--- config.mk ---
export PLATFORM = sky130hd
export DESIGN_NAME = retire_buffer
export DESIGN_NICKNAME = d
export VERILOG_FILES = /design/src/rtl/retire_pkg.sv /design/src/rtl/retire_ctrl.sv /design/src/rtl/retire_store.sv /design/src/rtl/retire_buffer.sv
export SDC_FILE = /design/constraint.sdc
export NUM_CORES = 1
export LEC_CHECK = 0
export ABC_AREA = 1
export CAP_MARGIN = 40
export CORE_ASPECT_RATIO = 0.8
export CORE_MARGIN = 2
export CORE_UTILIZATION = 35
export DETAILED_ROUTE_END_ITERATION = 7
export SLEW_MARGIN = 20
export SYNTH_ARGS = -nofsm -noshare
export SYNTH_HDL_FRONTEND = slang
export SYNTH_HIERARCHICAL = 1
export SYNTH_SLANG_ARGS = --single-unit
--- constraint.sdc ---
create_clock -name clk -period 12.27 [get_ports clk]
set_input_delay 2.454 -clock clk [delete_from_list [all_inputs] [get_ports clk]]
set_output_delay 2.454 -clock clk [all_outputs]
set_load 0.02 [all_outputs]
--- src/rtl/retire_pkg.sv ---
package retire_pkg;

  typedef enum logic [1:0] {
    KIND_REG    = 2'd0,
    KIND_STORE  = 2'd1,
    KIND_BRANCH = 2'd2,
    KIND_REGALT = 2'd3
  } slot_kind_e;

  // strobes from the control to the slot storage
  typedef struct packed {
    logic allocDo;
    logic commitDo;
    logic flushDo;
  } slot_strobe_t;

endpackage

--- src/rtl/retire_ctrl.sv ---
module retire_ctrl #(
  parameter int DEPTH = 8,
  localparam int TAG_W = (DEPTH > 1) ? $clog2(DEPTH) : 1,
  localparam int CNT_W = $clog2(DEPTH + 1)
) (
  input  logic                      clk,
  input  logic                      rstN,
  input  logic                      allocReq,
  input  logic                      headDone,
  input  logic                      headMisBranch,
  output retire_pkg::slot_strobe_t strobe,
  output logic [TAG_W-1:0]          headPtr,
  output logic [TAG_W-1:0]          tailPtr,
  output logic [CNT_W-1:0]          occupancy,
  output logic                      allocReady
);

  logic [TAG_W-1:0] headQ, tailQ;
  logic [CNT_W-1:0] occQ;
  logic             liveAny;

  function automatic logic [TAG_W-1:0] bump(input logic [TAG_W-1:0] p);
    return (p == TAG_W'(DEPTH - 1)) ? '0 : p + 1'b1;
  endfunction

  always_comb begin
    liveAny         = (occQ != '0);
    allocReady      = (occQ != CNT_W'(DEPTH));
    strobe.commitDo = liveAny && headDone;
    strobe.flushDo  = strobe.commitDo && headMisBranch;
    strobe.allocDo  = allocReq && allocReady && !strobe.flushDo;
  end

  always_ff @(posedge clk) begin
    if (!rstN) begin
      headQ <= '0;
      tailQ <= '0;
      occQ  <= '0;
    end else if (strobe.flushDo) begin
      headQ <= '0;
      tailQ <= '0;
      occQ  <= '0;
    end else begin
      if (strobe.allocDo)  tailQ <= bump(tailQ);
      if (strobe.commitDo) headQ <= bump(headQ);
      occQ <= occQ + CNT_W'(strobe.allocDo) - CNT_W'(strobe.commitDo);
    end
  end

  assign headPtr   = headQ;
  assign tailPtr   = tailQ;
  assign occupancy = occQ;

endmodule

--- src/rtl/retire_store.sv ---
module retire_store #(
  parameter int DEPTH  = 8,
  parameter int DATA_W = 32,
  parameter int ADDR_W = 32,
  parameter int REG_W  = 5,
  localparam int TAG_W = (DEPTH > 1) ? $clog2(DEPTH) : 1
) (
  input  logic                      clk,
  input  logic                      rstN,
  input  retire_pkg::slot_strobe_t  strobe,
  input  logic [TAG_W-1:0]          allocIdx,
  input  logic [TAG_W-1:0]          headIdx,
  input  logic [1:0]                allocKind,
  input  logic [REG_W-1:0]          allocDest,
  input  logic                      wbValid,
  input  logic [TAG_W-1:0]          wbTag,
  input  logic [DATA_W-1:0]         wbValue,
  input  logic [ADDR_W-1:0]         wbAux,
  input  logic                      wbMispredict,
  output logic                      headDone,
  output logic                      headMisBranch,
  output logic [1:0]                headKind,
  output logic [REG_W-1:0]          headDest,
  output logic [DATA_W-1:0]         headValue,
  output logic [ADDR_W-1:0]         headAux
);
  import retire_pkg::*;

  logic [DEPTH-1:0]  liveVec;
  logic [DEPTH-1:0]  doneVec;
  logic [DEPTH-1:0]  misVec;
  logic [1:0]        kindArr  [DEPTH];
  logic [REG_W-1:0]  destArr  [DEPTH];
  logic [DATA_W-1:0] valueArr [DEPTH];
  logic [ADDR_W-1:0] auxArr   [DEPTH];

  for (genvar i = 0; i < DEPTH; i++) begin : g_slot
    logic              liveQ, doneQ, misQ;
    logic [1:0]        kindQ;
    logic [REG_W-1:0]  destQ;
    logic [DATA_W-1:0] valueQ;
    logic [ADDR_W-1:0] auxQ;
    logic              allocHit, retireHit, wbHit;

    always_comb begin
      allocHit  = strobe.allocDo  && (allocIdx == TAG_W'(i));
      retireHit = strobe.commitDo && (headIdx  == TAG_W'(i));
      wbHit     = wbValid && (wbTag == TAG_W'(i)) && liveQ && !doneQ;
    end

    always_ff @(posedge clk) begin
      if (!rstN) begin
        liveQ <= 1'b0;
        doneQ <= 1'b0;
      end else if (strobe.flushDo) begin
        liveQ <= 1'b0;
        doneQ <= 1'b0;
      end else if (allocHit) begin
        liveQ <= 1'b1;
        doneQ <= 1'b0;
      end else if (retireHit) begin
        liveQ <= 1'b0;
        doneQ <= 1'b0;
      end else if (wbHit) begin
        doneQ <= 1'b1;
      end
    end

    always_ff @(posedge clk) begin
      if (allocHit) begin
        kindQ <= allocKind;
        destQ <= allocDest;
      end
      if (wbHit) begin
        valueQ <= wbValue;
        auxQ   <= wbAux;
        misQ   <= wbMispredict;
      end
    end

    assign liveVec[i]  = liveQ;
    assign doneVec[i]  = doneQ;
    assign misVec[i]   = misQ;
    assign kindArr[i]  = kindQ;
    assign destArr[i]  = destQ;
    assign valueArr[i] = valueQ;
    assign auxArr[i]   = auxQ;
  end

  always_comb begin
    headDone      = liveVec[headIdx] && doneVec[headIdx];
    headKind      = kindArr[headIdx];
    headDest      = destArr[headIdx];
    headValue     = valueArr[headIdx];
    headAux       = auxArr[headIdx];
    headMisBranch = (kindArr[headIdx] == KIND_BRANCH) && misVec[headIdx];
  end

endmodule

--- src/rtl/retire_buffer.sv ---
module retire_buffer #(
  parameter int DEPTH  = 8,
  parameter int DATA_W = 32,
  parameter int ADDR_W = 32,
  parameter int REG_W  = 5,
  localparam int TAG_W = (DEPTH > 1) ? $clog2(DEPTH) : 1,
  localparam int CNT_W = $clog2(DEPTH + 1)
) (
  input  logic              clk,
  input  logic              rstN,
  input  logic              allocReq,
  input  logic [1:0]        allocKind,
  input  logic [REG_W-1:0]  allocDest,
  output logic              allocReady,
  output logic [TAG_W-1:0]  allocTag,
  input  logic              wbValid,
  input  logic [TAG_W-1:0]  wbTag,
  input  logic [DATA_W-1:0] wbValue,
  input  logic [ADDR_W-1:0] wbAux,
  input  logic              wbMispredict,
  output logic              regWrEn,
  output logic [REG_W-1:0]  regWrIdx,
  output logic [DATA_W-1:0] regWrData,
  output logic              memWrEn,
  output logic [ADDR_W-1:0] memWrAddr,
  output logic [DATA_W-1:0] memWrData,
  output logic              flushOut,
  output logic [ADDR_W-1:0] redirectPc
);
  import retire_pkg::*;

  slot_strobe_t      strobe;
  logic [TAG_W-1:0]  headPtr, tailPtr;
  logic [CNT_W-1:0]  occupancy;
  logic              headDone, headMisBranch;
  logic [1:0]        headKind;
  logic [REG_W-1:0]  headDest;
  logic [DATA_W-1:0] headValue;
  logic [ADDR_W-1:0] headAux;

  retire_ctrl #(.DEPTH(DEPTH)) ctrl_i (
    .clk           (clk),
    .rstN          (rstN),
    .allocReq      (allocReq),
    .headDone      (headDone),
    .headMisBranch (headMisBranch),
    .strobe        (strobe),
    .headPtr       (headPtr),
    .tailPtr       (tailPtr),
    .occupancy     (occupancy),
    .allocReady    (allocReady)
  );

  retire_store #(
    .DEPTH(DEPTH), .DATA_W(DATA_W), .ADDR_W(ADDR_W), .REG_W(REG_W)
  ) store_i (
    .clk           (clk),
    .rstN          (rstN),
    .strobe        (strobe),
    .allocIdx      (tailPtr),
    .headIdx       (headPtr),
    .allocKind     (allocKind),
    .allocDest     (allocDest),
    .wbValid       (wbValid),
    .wbTag         (wbTag),
    .wbValue       (wbValue),
    .wbAux         (wbAux),
    .wbMispredict  (wbMispredict),
    .headDone      (headDone),
    .headMisBranch (headMisBranch),
    .headKind      (headKind),
    .headDest      (headDest),
    .headValue     (headValue),
    .headAux       (headAux)
  );

  always_comb begin
    allocTag   = tailPtr;
    regWrEn    = strobe.commitDo &&
                 (headKind == KIND_REG || headKind == KIND_REGALT);
    memWrEn    = strobe.commitDo && (headKind == KIND_STORE);
    flushOut   = strobe.flushDo;
    regWrIdx   = headDest;
    regWrData  = headValue;
    memWrAddr  = headAux;
    memWrData  = headValue;
    redirectPc = strobe.flushDo ? headAux : '0;
  end

endmodule

==> summary.txt, run 1 <==
FINAL LAYOUT
-------------------------------------------------------------------------------
Post-Layout Cell Count                                                    3,073
Filler cells                                                              6,105
Share of the core filled with cells in the final layout                   43.0%
Total number of nets in the final design                                  2,200
Syn-to-layout area delta                                                  21.6%
Ratio of cells with drive above 1 in the final layout                     7.37%

SETUP PATH
-------------------------------------------------------------------------------
Cell type with the highest occurrence count on the critical path   sky130_fd_sc_hd__nand2_1
Critical-path top delay cell                                       sky130_fd_sc_hd__dfxtp_1
Max incr delay on CP                                                    0.66 ns
Required @ worst endpoint                                               9.82 ns
Logic depth of the worst register-to-register path                           16
Startpoint of the most critical register-to-register path          ctrl_i/headPtr[1]
Critical path endpoint category                                     output port
Largest fanout on the critical path                                          50
Arrival time of the worst setup path                                    4.63 ns
Type of the worst setup path                                       register to output port
Kind of start point of the critical path                               register
Register-to-register setup slack                                        8.19 ns
List of cells traversed by the critical path                       nand2_1, inv_4, buf_4, nand2_1, nand4_1, nand3_1, nand2_1, nand3_4, inv_1, buf_4, nand2_1, inv_1, clkdlybuf4s50_1
Reg2Reg Capture Point                                              ctrl_i/occupancy[2]

PLACE
-------------------------------------------------------------------------------
Half-perimeter wire length after placement                            32,300 um
Total placed cells including tap cells                                    2,957
Final RePlAce weighted congestion                                         0.810
PortBufs                                                                    218

SYNTHESIS
-------------------------------------------------------------------------------
Commonest cells post-synth                                         842 x sky130_fd_sc_hd__nand2_1, 576 x sky130_fd_sc_hd__edfxtp_1, 128 x sky130_fd_sc_hd__nand4_1
Total of flip-flops plus latches after synthesis                            602
Post-synth net total                                                      1,998
Proportion of synthesized chip area in sequential cells                   75.0%
Gate count of the mapped netlist                                          1,907
Proportion of netlist area held by the largest area contributor           72.8%
Warnings, synthesis                                                           6
Mean area per synthesized cell                                        12.5 um^2
Area leader, netlist                                               sky130_fd_sc_hd__edfxtp_1
Cell with the most instances after synthesis                       sky130_fd_sc_hd__nand2_1
Syn Std Cell Area                                                   0.0237 mm^2
Count of different cell masters after synthesis                              31
Leading cell types by total area after synthesis                   sky130_fd_sc_hd__edfxtp_1 73%, sky130_fd_sc_hd__nand2_1 13%, sky130_fd_sc_hd__nand4_1 3.4%
Synth Flop Type                                                    sky130_fd_sc_hd__edfxtp_1
Synth async-reset ratio                                                      0%
Post-synth EDFFs                                                            576

STATUS
-------------------------------------------------------------------------------
Status                                                             complete, no violations

TIMING
-------------------------------------------------------------------------------
Post-route setup TNS                                                       0 ns
Final worst path period share                                             57.8%
Slew at the pin closest to its max-slew limit                          0.851 ns
Setup repair after global routing missed its margin                       false
Max-slew headroom at the worst pin                                        43.3%
Count of endpoints failing hold in the final timing report                    0
Time the worst path needs with I/O delays and setup                     7.09 ns
Count of final setup violators                                                0
Worst hold-check slack                                                 0.484 ns
FMAX                                                                    141 MHz
Final slew viol count                                                         0
Max Clock Skew                                                        0.0153 ns

FLOORPLANNING
-------------------------------------------------------------------------------
Boundary Pins                                                               219
Die width                                                                295 um
Starting density of the core                                              35.3%
Std-Cell Rows                                                                85
Die Height                                                               237 um
Die Footprint                                                       0.0700 mm^2
Floorplan core area                                                 0.0672 mm^2

CTS
-------------------------------------------------------------------------------
CTS Buffer Depth                                                              3
Num CTS Buffers                                                              59
Setup Buffers After CTS                                                       0
Master cell of the clock root buffer                               sky130_fd_sc_hd__clkbuf_16
Number of gates given a new drive strength after cts                          0
Clock-pin slew on the worst setup and hold paths                        0.06 ns
Clock H-tree levels                                                           2
Clock tree from TritonCTS                                                   yes
Hold buffer count at cts                                                      0
Clock net sink count                                                        602
Clock insertion delay at the later pin of the skew report               0.61 ns

DETAILED ROUTING
-------------------------------------------------------------------------------
Post-route met1 wirelength                                            26,400 um
Drt drc                                                                       0
Vias per cell                                                              4.81
Count of nets left with antenna violations after detail routing               0
Count of TritonRoute iterations in the first routing pass                     5
Via count                                                                14,782
Top Layer Used                                                             met5
Detail Route met3 WL                                                    3330 um
Routed length per placed instance                                       19.1 um
Wire length reported by the detailed router                           58,700 um
Total met2 wirelength after detailed routing                          27,800 um
Iter 0 DRT Violations                                                       960

JOB
-------------------------------------------------------------------------------
Count of maximum capacitance violations                                       0

GLOBAL ROUTE
-------------------------------------------------------------------------------
Global-route wire length before repair                                88,100 um
Pin count of the biggest net entering global routing                         66
Via count of the first global-routing pass                               14,528
Antenna violations before repair                                              4
Global-route usage over all layers                                        16.5%
Remaining Overflow, GRT                                                       0

PWR
-------------------------------------------------------------------------------
Power density over cell area                                        148 mW/mm^2
Final Total Pwr                                                         4.29 mW
Leak                                                                    10.2 nW
Max IR drop VDD                                                          102 uV

HOLD PATH
-------------------------------------------------------------------------------
Min-delay src                                                      store_i/g_slot[3].liveQ
Classification of the worst-slack hold path                        register to register
Hold worst-path end                                                store_i/g_slot[3].liveQ
Worst hold stages                                                             2

## sequential cells by signal (all words and copies together), names as in the netlist
signal	cells
ctrl_i/occupancy	4
store_i/g_slot.auxQ	256
store_i/g_slot.doneQ	8
store_i/g_slot.destQ	40
ctrl_i/headPtr	3
store_i/g_slot.liveQ	8
store_i/g_slot.misQ	8
ctrl_i/tailPtr	3
store_i/g_slot.kindQ	16
store_i/g_slot.valueQ	256
## metrics by stage
stage | area, um^2 | worst slack [ns]
after global routing | 28900 | 4.81
after global placement | 26600 | 5.51
after detailed placement | 26800 | 5.52
after floorplan | 23700 | 2.73
final | 28900 | 5.18
after CTS | 28800 | 4.84
## worst max path at each step
stage,startpoint,to,slack (ns),cells past startpoint
after floorplan,wbValid,store_i/g_slot[0].auxQ[0],2.73,4
after global placement,ctrl_i/headPtr[0],redirectPc[0],5.51,11
after detailed placement,ctrl_i/headPtr[0],redirectPc[18],5.52,13
after CTS,ctrl_i/headPtr[0],redirectPc[18],4.84,13
after global routing,ctrl_i/headPtr[1],redirectPc[25],4.81,13
final,ctrl_i/headPtr[1],redirectPc[2],5.18,13
## where the power goes
part / total [mW] / switching, mW / leakage, nW / internal [mW]
clock network: 1.83 / 0.762 / 0.957 / 1.07
registers: 2.29 / 0.0130 / 5.39 / 2.28
logic: 0.172 / 0.103 / 3.84 / 0.0684
total: 4.29 / 0.878 / 10.2 / 3.41
## critical path: cells and delay by family, from the launching register on
kind / cells / cell delay (ns)
buf+inv: 6 / 2.28
simple gates: 7 / 0.98
flops: 1 / 0.66
## layer usage
layer  vias to the layer above  global-route usage, %
met2                       360                   27.3
met3                        82                   2.99
met5                         -                      0
met4                         4                   4.20
met1                      7339                   22.5
li1                       6997                      -
## cells by family after synthesis
logic type,after synthesis,synth area share [%]
AO/OA/AOI/OAI,62,1.81
adder cells (fa/ha/maj),12,0.664
XOR/XNOR,1,0.0369
AND/OR/NAND/NOR,1042,18.3
flip-flops,602,75.0
buffers and inverters,188,4.12
## layout make-up
type / count / area [um^2] / area share [%]
sequential: 602 / 17800 / 61.7
tap: 913 / 1140 / 3.96
antenna: 2 / 5.00 / 0.0173
clock buffer: 72 / 1550 / 5.35
timing repair buffer: 256 / 2670 / 9.25
clock inverter: 38 / 417 / 1.44
multi-input combinational: 1117 / 5000 / 17.3
inverter: 73 / 278 / 0.962
## layout by cell type (no fill, tap or decap), types with 9 or more instances in the layout
cell type                           n
sky130_fd_sc_hd__dfxtp_1           25
sky130_fd_sc_hd__clkbuf_16         60
sky130_fd_sc_hd__nand3_1           11
sky130_fd_sc_hd__nand4_1          128
sky130_fd_sc_hd__clkinv_1           9
sky130_fd_sc_hd__clkbuf_1          12
sky130_fd_sc_hd__clkinv_2          13
sky130_fd_sc_hd__inv_1             68
sky130_fd_sc_hd__nand2_1          842
sky130_fd_sc_hd__a21oi_1           11
sky130_fd_sc_hd__edfxtp_1         576
sky130_fd_sc_hd__nor2_1            31
sky130_fd_sc_hd__ha_1              11
sky130_fd_sc_hd__a22oi_1           40
sky130_fd_sc_hd__buf_4             26
sky130_fd_sc_hd__clkdlybuf4s50_1  218
Note: power is estimated with default switching activity, not from simulation.
==> run 2: changes to the inputs <==
==> constraint.sdc (replaced) <==
create_clock -name clk -period 6.8 [get_ports clk]
set_input_delay 1.36 -clock clk [delete_from_list [all_inputs] [get_ports clk]]
set_output_delay 1.36 -clock clk [all_outputs]
set_load 0.02 [all_outputs]
==> run 2 against run 1 <==
Register-to-register slack worse by 5.3 ns; routed wire length up 0.22%; sequential cell count unchanged; sequential power up 80%; global-route usage up 0.26 points; critical path depth unchanged; final area down 0.43%.
==> summary.txt, run 2 (synthesis gave the netlist of run 1 again) <==
TIMING
-------------------------------------------------------------------------------------
Count of final setup violators                                                      0   unchanged
FMAX                                                                          173 MHz
Max-slew headroom at the worst pin                                              42.3%   -1.0 points
Time the worst path needs with I/O delays and setup                           5.77 ns
Post-route setup TNS                                                             0 ns   unchanged
Final slew viol count                                                               0   unchanged
Final setup slack of the worst path                                           1.03 ns   -4.16 ns
Setup repair after global routing missed its margin                             false
Worst hold-check slack                                                       0.490 ns   +0.00671 ns
Max Clock Skew                                                              0.0411 ns   +0.0259 ns
Count of endpoints failing hold in the final timing report                          0   unchanged
Final worst path period share                                                   84.9%
Slew at the pin closest to its max-slew limit                                0.866 ns   +0.0151 ns

HOLD PATH
-------------------------------------------------------------------------------------
Classification of the worst-slack hold path                              register to register

FINAL LAYOUT
-------------------------------------------------------------------------------------
Post-Layout Cell Count                                                          3,062   -0.36%
Top Registers                                                            store_i/g_slot.auxQ x256, store_i/g_slot.valueQ x256, store_i/g_slot.destQ x40
Most frequent standard cell in the layout excluding fill and tap cells   sky130_fd_sc_hd__nand2_1
Highest-count cells in the layout ignoring fill and taps                 842 x sky130_fd_sc_hd__nand2_1, 576 x sky130_fd_sc_hd__edfxtp_1, 218 x sky130_fd_sc_hd__clkdlybuf4s50_1
Ratio of cells with drive above 1 in the final layout                           6.76%   -0.61 points
Total number of nets in the final design                                        2,187   -0.59%
Finished Cell Area                                                        0.0288 mm^2   -0.43%
Syn-to-layout area delta                                                        21.1%

PWR
-------------------------------------------------------------------------------------
Leak                                                                          10.1 nW   -1.0%
Clock group share of total power                                                42.4%   -0.2 points
Net switching power                                                           1.60 mW   +83%
Sequential share of power                                                       53.6%   +0.2 points
Share of total power consumed by net switching                                  20.8%   +0.31 points
Logic gate share of total power                                                  4.0%   about the same
Max IR drop VDD                                                                206 uV   +100%
Design internal power                                                         6.11 mW   +79%
Power density over cell area                                              268 mW/mm^2   +81%

FLOORPLANNING
-------------------------------------------------------------------------------------
Starting density of the core                                                    35.3%   unchanged
Die width                                                                      295 um   unchanged
Floorplan core area                                                       0.0672 mm^2   unchanged
Boundary Pins                                                                     219   unchanged
Std-Cell Rows                                                                      85   unchanged
Die Height                                                                     237 um   unchanged
Die Footprint                                                             0.0700 mm^2   unchanged

PLACE
-------------------------------------------------------------------------------------
Total placed cells including tap cells                                          2,947   -0.34%
Half-perimeter wire length after placement                                  31,400 um   -2.8%
Cell area after placement                                                 0.0268 mm^2   -0.15%
Final RePlAce weighted congestion                                               0.815   +0.59%
Worst setup timing slack at the placement stage                               1.64 ns   -3.88 ns
PortBufs                                                                          218   unchanged

STATUS
-------------------------------------------------------------------------------------
Status                                                                   complete, no violations

CTS
-------------------------------------------------------------------------------------
Setup Buffers After CTS                                                             0   unchanged
Number of gates given a new drive strength after cts                                0   unchanged
Master cell of the clock root buffer                                     sky130_fd_sc_hd__clkbuf_16
Clock net sink count                                                              602   unchanged
Num CTS Buffers                                                                    59   unchanged
Clock H-tree levels                                                                 2   unchanged
Hold buffer count at cts                                                            0   unchanged
Clock tree from TritonCTS                                                         yes
CTS Buffer Depth                                                                    3   unchanged
Clock-pin slew on the worst setup and hold paths                              0.06 ns   about the same
Clock insertion delay at the later pin of the skew report                     0.64 ns   +0.03 ns

GLOBAL ROUTE
-------------------------------------------------------------------------------------
Antenna violations before repair                                                    6   +2
Global-route usage over all layers                                              16.8%   +0.26 points
Pin count of the biggest net entering global routing                              134   +100%
Global-route wire length before repair                                      88,900 um   +0.88%
Via count of the first global-routing pass                                     14,472   -0.39%
Remaining Overflow, GRT                                                             0   unchanged

SETUP PATH
-------------------------------------------------------------------------------------
Required @ worst endpoint                                                     5.44 ns   -4.38 ns
Critical path endpoint category                                           output port
Largest fanout on the critical path                                                43   -14%
Type of the worst setup path                                             register to output port
Arrival time of the worst setup path                                          4.41 ns   -0.22 ns
Kind of start point of the critical path                                     register

DETAILED ROUTING
-------------------------------------------------------------------------------------
Wire length reported by the detailed router                                 58,800 um   +0.22%
Drt drc                                                                             0   unchanged
Via count                                                                      14,884   +0.69%
Routed length per placed instance                                             19.2 um   +0.58%
Count of TritonRoute iterations in the first routing pass                           5   unchanged
Vias per cell                                                                    4.86   +1.1%
Count of nets left with antenna violations after detail routing                     0   unchanged
Iter 0 DRT Violations                                                           1,095   +14%

JOB
-------------------------------------------------------------------------------------
Count of maximum capacitance violations                                             0   unchanged

==> run 2: cell types whose count changed in the layout (fill, tap and decap cells not counted), moves of 2 or more <==
cell / before / now
sky130_fd_sc_hd__nor4_4: 0 / 3
sky130_fd_sc_hd__clkbuf_1: 12 / 10
sky130_fd_sc_hd__buf_16: 8 / 1
sky130_fd_sc_hd__buf_4: 26 / 14
sky130_fd_sc_hd__clkinv_16: 0 / 2
sky130_fd_sc_hd__nor4_2: 3 / 0
sky130_fd_sc_hd__clkinv_1: 9 / 12
sky130_fd_sc_hd__buf_12: 3 / 10
sky130_fd_sc_hd__diode_2: 2 / 4
==> run 2: critical path, cell delays in order, from the launching register on <==
cell and delay (ns):
sky130_fd_sc_hd__dfxtp_1 0.85, sky130_fd_sc_hd__inv_2 0.27, sky130_fd_sc_hd__nor2_4 0.18, sky130_fd_sc_hd__buf_4 0.51, sky130_fd_sc_hd__nand2_1 0.11, sky130_fd_sc_hd__nand4_1 0.10
sky130_fd_sc_hd__nand3_1 0.07, sky130_fd_sc_hd__nand2_1 0.26, sky130_fd_sc_hd__nand3_4 0.17, sky130_fd_sc_hd__inv_1 0.11, sky130_fd_sc_hd__buf_4 0.34, sky130_fd_sc_hd__nand2_1 0.10
sky130_fd_sc_hd__inv_1 0.08, sky130_fd_sc_hd__clkdlybuf4s50_1 0.60
==> run 2: worst paths after layout <==
check	from	endpoint	slack (ns)	depth (start not counted)
worst max-delay path	ctrl_i/headPtr[0]	redirectPc[2]	1.03	13
worst max register to register	ctrl_i/headPtr[0]	ctrl_i/occupancy[2]	2.87	16
worst min register to register	store_i/g_slot[4].liveQ	store_i/g_slot[4].liveQ	0.49	2
worst min-delay path	store_i/g_slot[4].liveQ	store_i/g_slot[4].liveQ	0.49	2
==> run 2: final cells by class <==
cell class | instances | area (um^2)
tap | 913 | 1140
clock inverter | 40 | 438
clock buffer | 70 | 1530
antenna | 4 | 10.0
sequential | 602 | 17800
fill | 6125 | 38500
timing repair buffer | 243 | 2510
multi-input combinational | 1117 | 5030
inverter | 73 | 278
==> run 2: power groups by stage <==
| stage | clock network [mW] | logic (mW) | registers, mW |
|---|---|---|---|
| floorplan | 0 | 0.149 | 4.21 |
| global placement | 0 | 0.301 | 4.21 |
| detailed placement | 0 | 0.312 | 4.21 |
| CTS | 3.35 | 0.314 | 4.13 |
| global route | 3.49 | 0.346 | 4.14 |
| finish | 3.27 | 0.311 | 4.13 |
==> run 2: per-stage QoR <==
stage	power [mW]	utilization (%)
2_1_floorplan	4.36	-
3_3_place_gp	4.51	39.7
3_5_place_dp	4.52	39.8
4_1_cts	7.80	42.8
5_1_grt	7.97	42.8
6_report	7.71	42.8
==> run 2: layer usage <==
metal  up-vias  track usage, %  share of wire [%]
met5         -               0              0.070
met4         8            4.18                1.7
met3        85            3.09                5.9
met2       406            27.3                 47
met1      7404            23.2                 45
li1       6981               -                  -
==> run 3: changes to the inputs <==
==> constraint.sdc (replaced) <==
create_clock -name clk -period 5.1 [get_ports clk]
set_input_delay 1.02 -clock clk [delete_from_list [all_inputs] [get_ports clk]]
set_output_delay 1.02 -clock clk [all_outputs]
set_load 0.02 [all_outputs]
==> run 3 against run 2 <==
First-iteration DRC count down 0.55%; count of clock-buffer cells in the layout rose by 8; via count is 0.42% higher; sequential power rose by 33%; die area unchanged; core utilization grew 0.11 points; critical endpoint is now redirectPc[9]; final area rose by 0.26%; sequential share of layout area shrank 0.16 points; global-route usage down 0.20 points; final cell count rose by 0.39%.
==> summary.txt, run 3 (synthesis gave the netlist of run 1 again) <==
STATUS
-------------------------------------------------------------------------------------
Status                                                                   complete, no violations

FLOORPLANNING
-------------------------------------------------------------------------------------
Die Footprint                                                             0.0700 mm^2   unchanged
Std-Cell Rows                                                                      85   unchanged
Boundary Pins                                                                     219   unchanged
Die width                                                                      295 um   unchanged
Die Height                                                                     237 um   unchanged
Floorplan core area                                                       0.0672 mm^2   unchanged
Starting density of the core                                                    35.3%   unchanged

PWR
-------------------------------------------------------------------------------------
Max IR drop VDD                                                                231 uV   +12%
Power density over cell area                                              363 mW/mm^2   +35%
Leak                                                                          10.1 nW   +0.47%

SETUP PATH
-------------------------------------------------------------------------------------
Critical-path top delay cell                                             sky130_fd_sc_hd__clkdlybuf4s50_1
Number of buffer and inverter stages on the critical path                           6   unchanged
Type of the worst setup path                                             register to output port
Arrival time of the worst setup path                                          3.55 ns   -0.86 ns
Reg2Reg Capture Point                                                    store_i/g_slot[3].destQ[2]
Register-to-register setup slack                                              1.95 ns   -0.92 ns
List of cells traversed by the critical path                             buf_4, nor2_4, buf_4, nand2_1, nand4_1, nand3_1, nand2_1, nand3_4, inv_1, buf_4, nand2_1, inv_1, clkdlybuf4s50_1
Logic depth of the worst register-to-register path                                 14   -2
Max incr delay on CP                                                          0.61 ns   -0.24 ns
Kind of start point of the critical path                                     register
Largest fanout on the critical path                                                34   -21%
Top cell family by delay on the critical path                            buffers and inverters
Critical path endpoint category                                           output port
Required @ worst endpoint                                                     4.08 ns   -1.36 ns
Startpoint of the most critical register-to-register path                ctrl_i/headPtr[0]

PLACE
-------------------------------------------------------------------------------------
Cell area after placement                                                 0.0268 mm^2   about the same
PortBufs                                                                          218   unchanged
Final RePlAce weighted congestion                                               0.819   +0.52%
Total placed cells including tap cells                                          2,954   +0.24%
Half-perimeter wire length after placement                                  31,400 um   -0.31%

TIMING
-------------------------------------------------------------------------------------
FMAX                                                                          219 MHz
Count of endpoints failing hold in the final timing report                          0   unchanged
Setup repair after global routing missed its margin                             false
Max-slew headroom at the worst pin                                              43.4%   +1.1 points
Post-route setup TNS                                                             0 ns   unchanged
Max Clock Skew                                                              0.0150 ns   -0.0261 ns
Final slew viol count                                                               0   unchanged
Slew at the pin closest to its max-slew limit                                0.849 ns   -0.0167 ns
Time the worst path needs with I/O delays and setup                           4.57 ns
Count of final setup violators                                                      0   unchanged
Final worst path period share                                                   89.7%

FINAL LAYOUT
-------------------------------------------------------------------------------------
Ratio of cells with drive above 1 in the final layout                           7.15%   +0.39 points
Post-Layout Cell Count                                                          3,074   +0.39%
Area used by multi-input combinational logic                             0.00504 mm^2   +0.25%
Total number of nets in the final design                                        2,194   +0.32%
Most frequent standard cell in the layout excluding fill and tap cells   sky130_fd_sc_hd__nand2_1
Finished Cell Area                                                        0.0288 mm^2   +0.26%
Top Registers                                                            store_i/g_slot.auxQ x256, store_i/g_slot.valueQ x256, store_i/g_slot.destQ x40
Syn-to-layout area delta                                                        21.4%
Filler cells                                                                    6,131   +0.098%
FF/Latch Area                                                             0.0178 mm^2   unchanged
Highest-count cells in the layout ignoring fill and taps                 842 x sky130_fd_sc_hd__nand2_1, 576 x sky130_fd_sc_hd__edfxtp_1, 218 x sky130_fd_sc_hd__clkdlybuf4s50_1

GLOBAL ROUTE
-------------------------------------------------------------------------------------
Pin count of the biggest net entering global routing                              123   -8.2%
Antenna violations before repair                                                    7   +1
Global-route usage over all layers                                              16.6%   -0.20 points
Remaining Overflow, GRT                                                             0   unchanged
Global-route wire length before repair                                      87,900 um   -1.1%
Via count of the first global-routing pass                                     14,523   +0.35%

HOLD PATH
-------------------------------------------------------------------------------------
Hold worst-path end                                                      store_i/g_slot[3].liveQ
Worst hold stages                                                                   2   unchanged
Min-delay src                                                            store_i/g_slot[3].liveQ
Classification of the worst-slack hold path                              register to register

DETAILED ROUTING
-------------------------------------------------------------------------------------
Via count                                                                      14,946   +0.42%
Iter 0 DRT Violations                                                           1,089   -0.55%
Routed length per placed instance                                             19.0 um   -1.0%
Count of TritonRoute iterations in the first routing pass                           5   unchanged
Vias per cell                                                                    4.86   about the same
Count of nets left with antenna violations after detail routing                     0   unchanged
Drt drc                                                                             0   unchanged
Wire length reported by the detailed router                                 58,400 um   -0.66%

CTS
-------------------------------------------------------------------------------------
Master cell of the clock root buffer                                     sky130_fd_sc_hd__clkbuf_16
Setup Buffers After CTS                                                             0   unchanged
Hold buffer count at cts                                                            0   unchanged
Clock net sink count                                                              602   unchanged
Clock tree from TritonCTS                                                         yes
Clock insertion delay at the later pin of the skew report                     0.61 ns   -0.03 ns
Clock-pin slew on the worst setup and hold paths                              0.06 ns   about the same
Num CTS Buffers                                                                    60   +1.7%
CTS Buffer Depth                                                                    3   unchanged
Number of gates given a new drive strength after cts                                0   unchanged
Clock H-tree levels                                                                 2   unchanged

JOB
-------------------------------------------------------------------------------------
Count of maximum capacitance violations                                             0   unchanged

## run 3: cell count changes in the layout (fill, tap and decap cells not counted), moves of 3 or more
cell                       previous run  this run
sky130_fd_sc_hd__buf_12              10         6
sky130_fd_sc_hd__buf_4               14        25
sky130_fd_sc_hd__clkbuf_1            10        14
sky130_fd_sc_hd__clkinv_1            12         9
sky130_fd_sc_hd__clkinv_2            12         8
## run 3: area by class of cell
type | count | area share (%)
timing repair buffer | 249 | 8.64
antenna | 6 | 0.0521
clock buffer | 78 | 5.62
inverter | 73 | 0.963
multi-input combinational | 1117 | 17.5
sequential | 602 | 61.8
tap | 913 | 3.96
clock inverter | 36 | 1.48
## run 3: tightest hold or removal path: cells and delay by family, from the launching register on
kind	cells	cell delay, ns
flip-flops	1	0.33
AND/OR/NAND/NOR	1	0.07
AO/OA/AOI/OAI	1	0.05
## run 3: how the worst max path moves through the flow
| stage | slack [ns] | from | cells past startpoint | to |
|---|---|---|---|---|
| detailed placement | 1.05 | ctrl_i/headPtr[0] | 13 | redirectPc[9] |
| finish | 0.53 | ctrl_i/headPtr[0] | 13 | redirectPc[9] |
| global placement | 1.13 | ctrl_i/headPtr[0] | 13 | redirectPc[28] |
| CTS | 0.38 | ctrl_i/headPtr[0] | 13 | redirectPc[9] |
| global route | 0.20 | ctrl_i/headPtr[0] | 14 | redirectPc[16] |
| floorplan | 0.58 | wbTag[0] | 4 | store_i/g_slot[5].auxQ[0] |
## run 3: report_power, final
part           internal (mW)  switching (mW)  total [mW]
combinational          0.163           0.248       0.411
clock                   2.70            1.84        4.54
sequential              5.48          0.0319        5.51
total                   8.33            2.12        10.5
## run 3: through the flow
step,util [%],total power [mW],setup slack (ns),hold WS [ns]
after floorplan,-,5.81,0.585,0.452
after global placement,39.8,6.01,1.13,0.480
after detailed placement,39.8,6.03,1.05,0.482
after CTS,42.9,10.6,0.382,0.490
after global routing,42.9,10.8,0.197,0.528
final,42.9,10.5,0.528,0.493
## run 3: routing by layer
layer,track usage (%),vias up,share of wire (%)
met5,0,-,0.039
met4,4.80,4,2.2
met3,2.86,102,5.7
met2,25.9,388,46
met1,23.7,7446,46
li1,-,7006,-
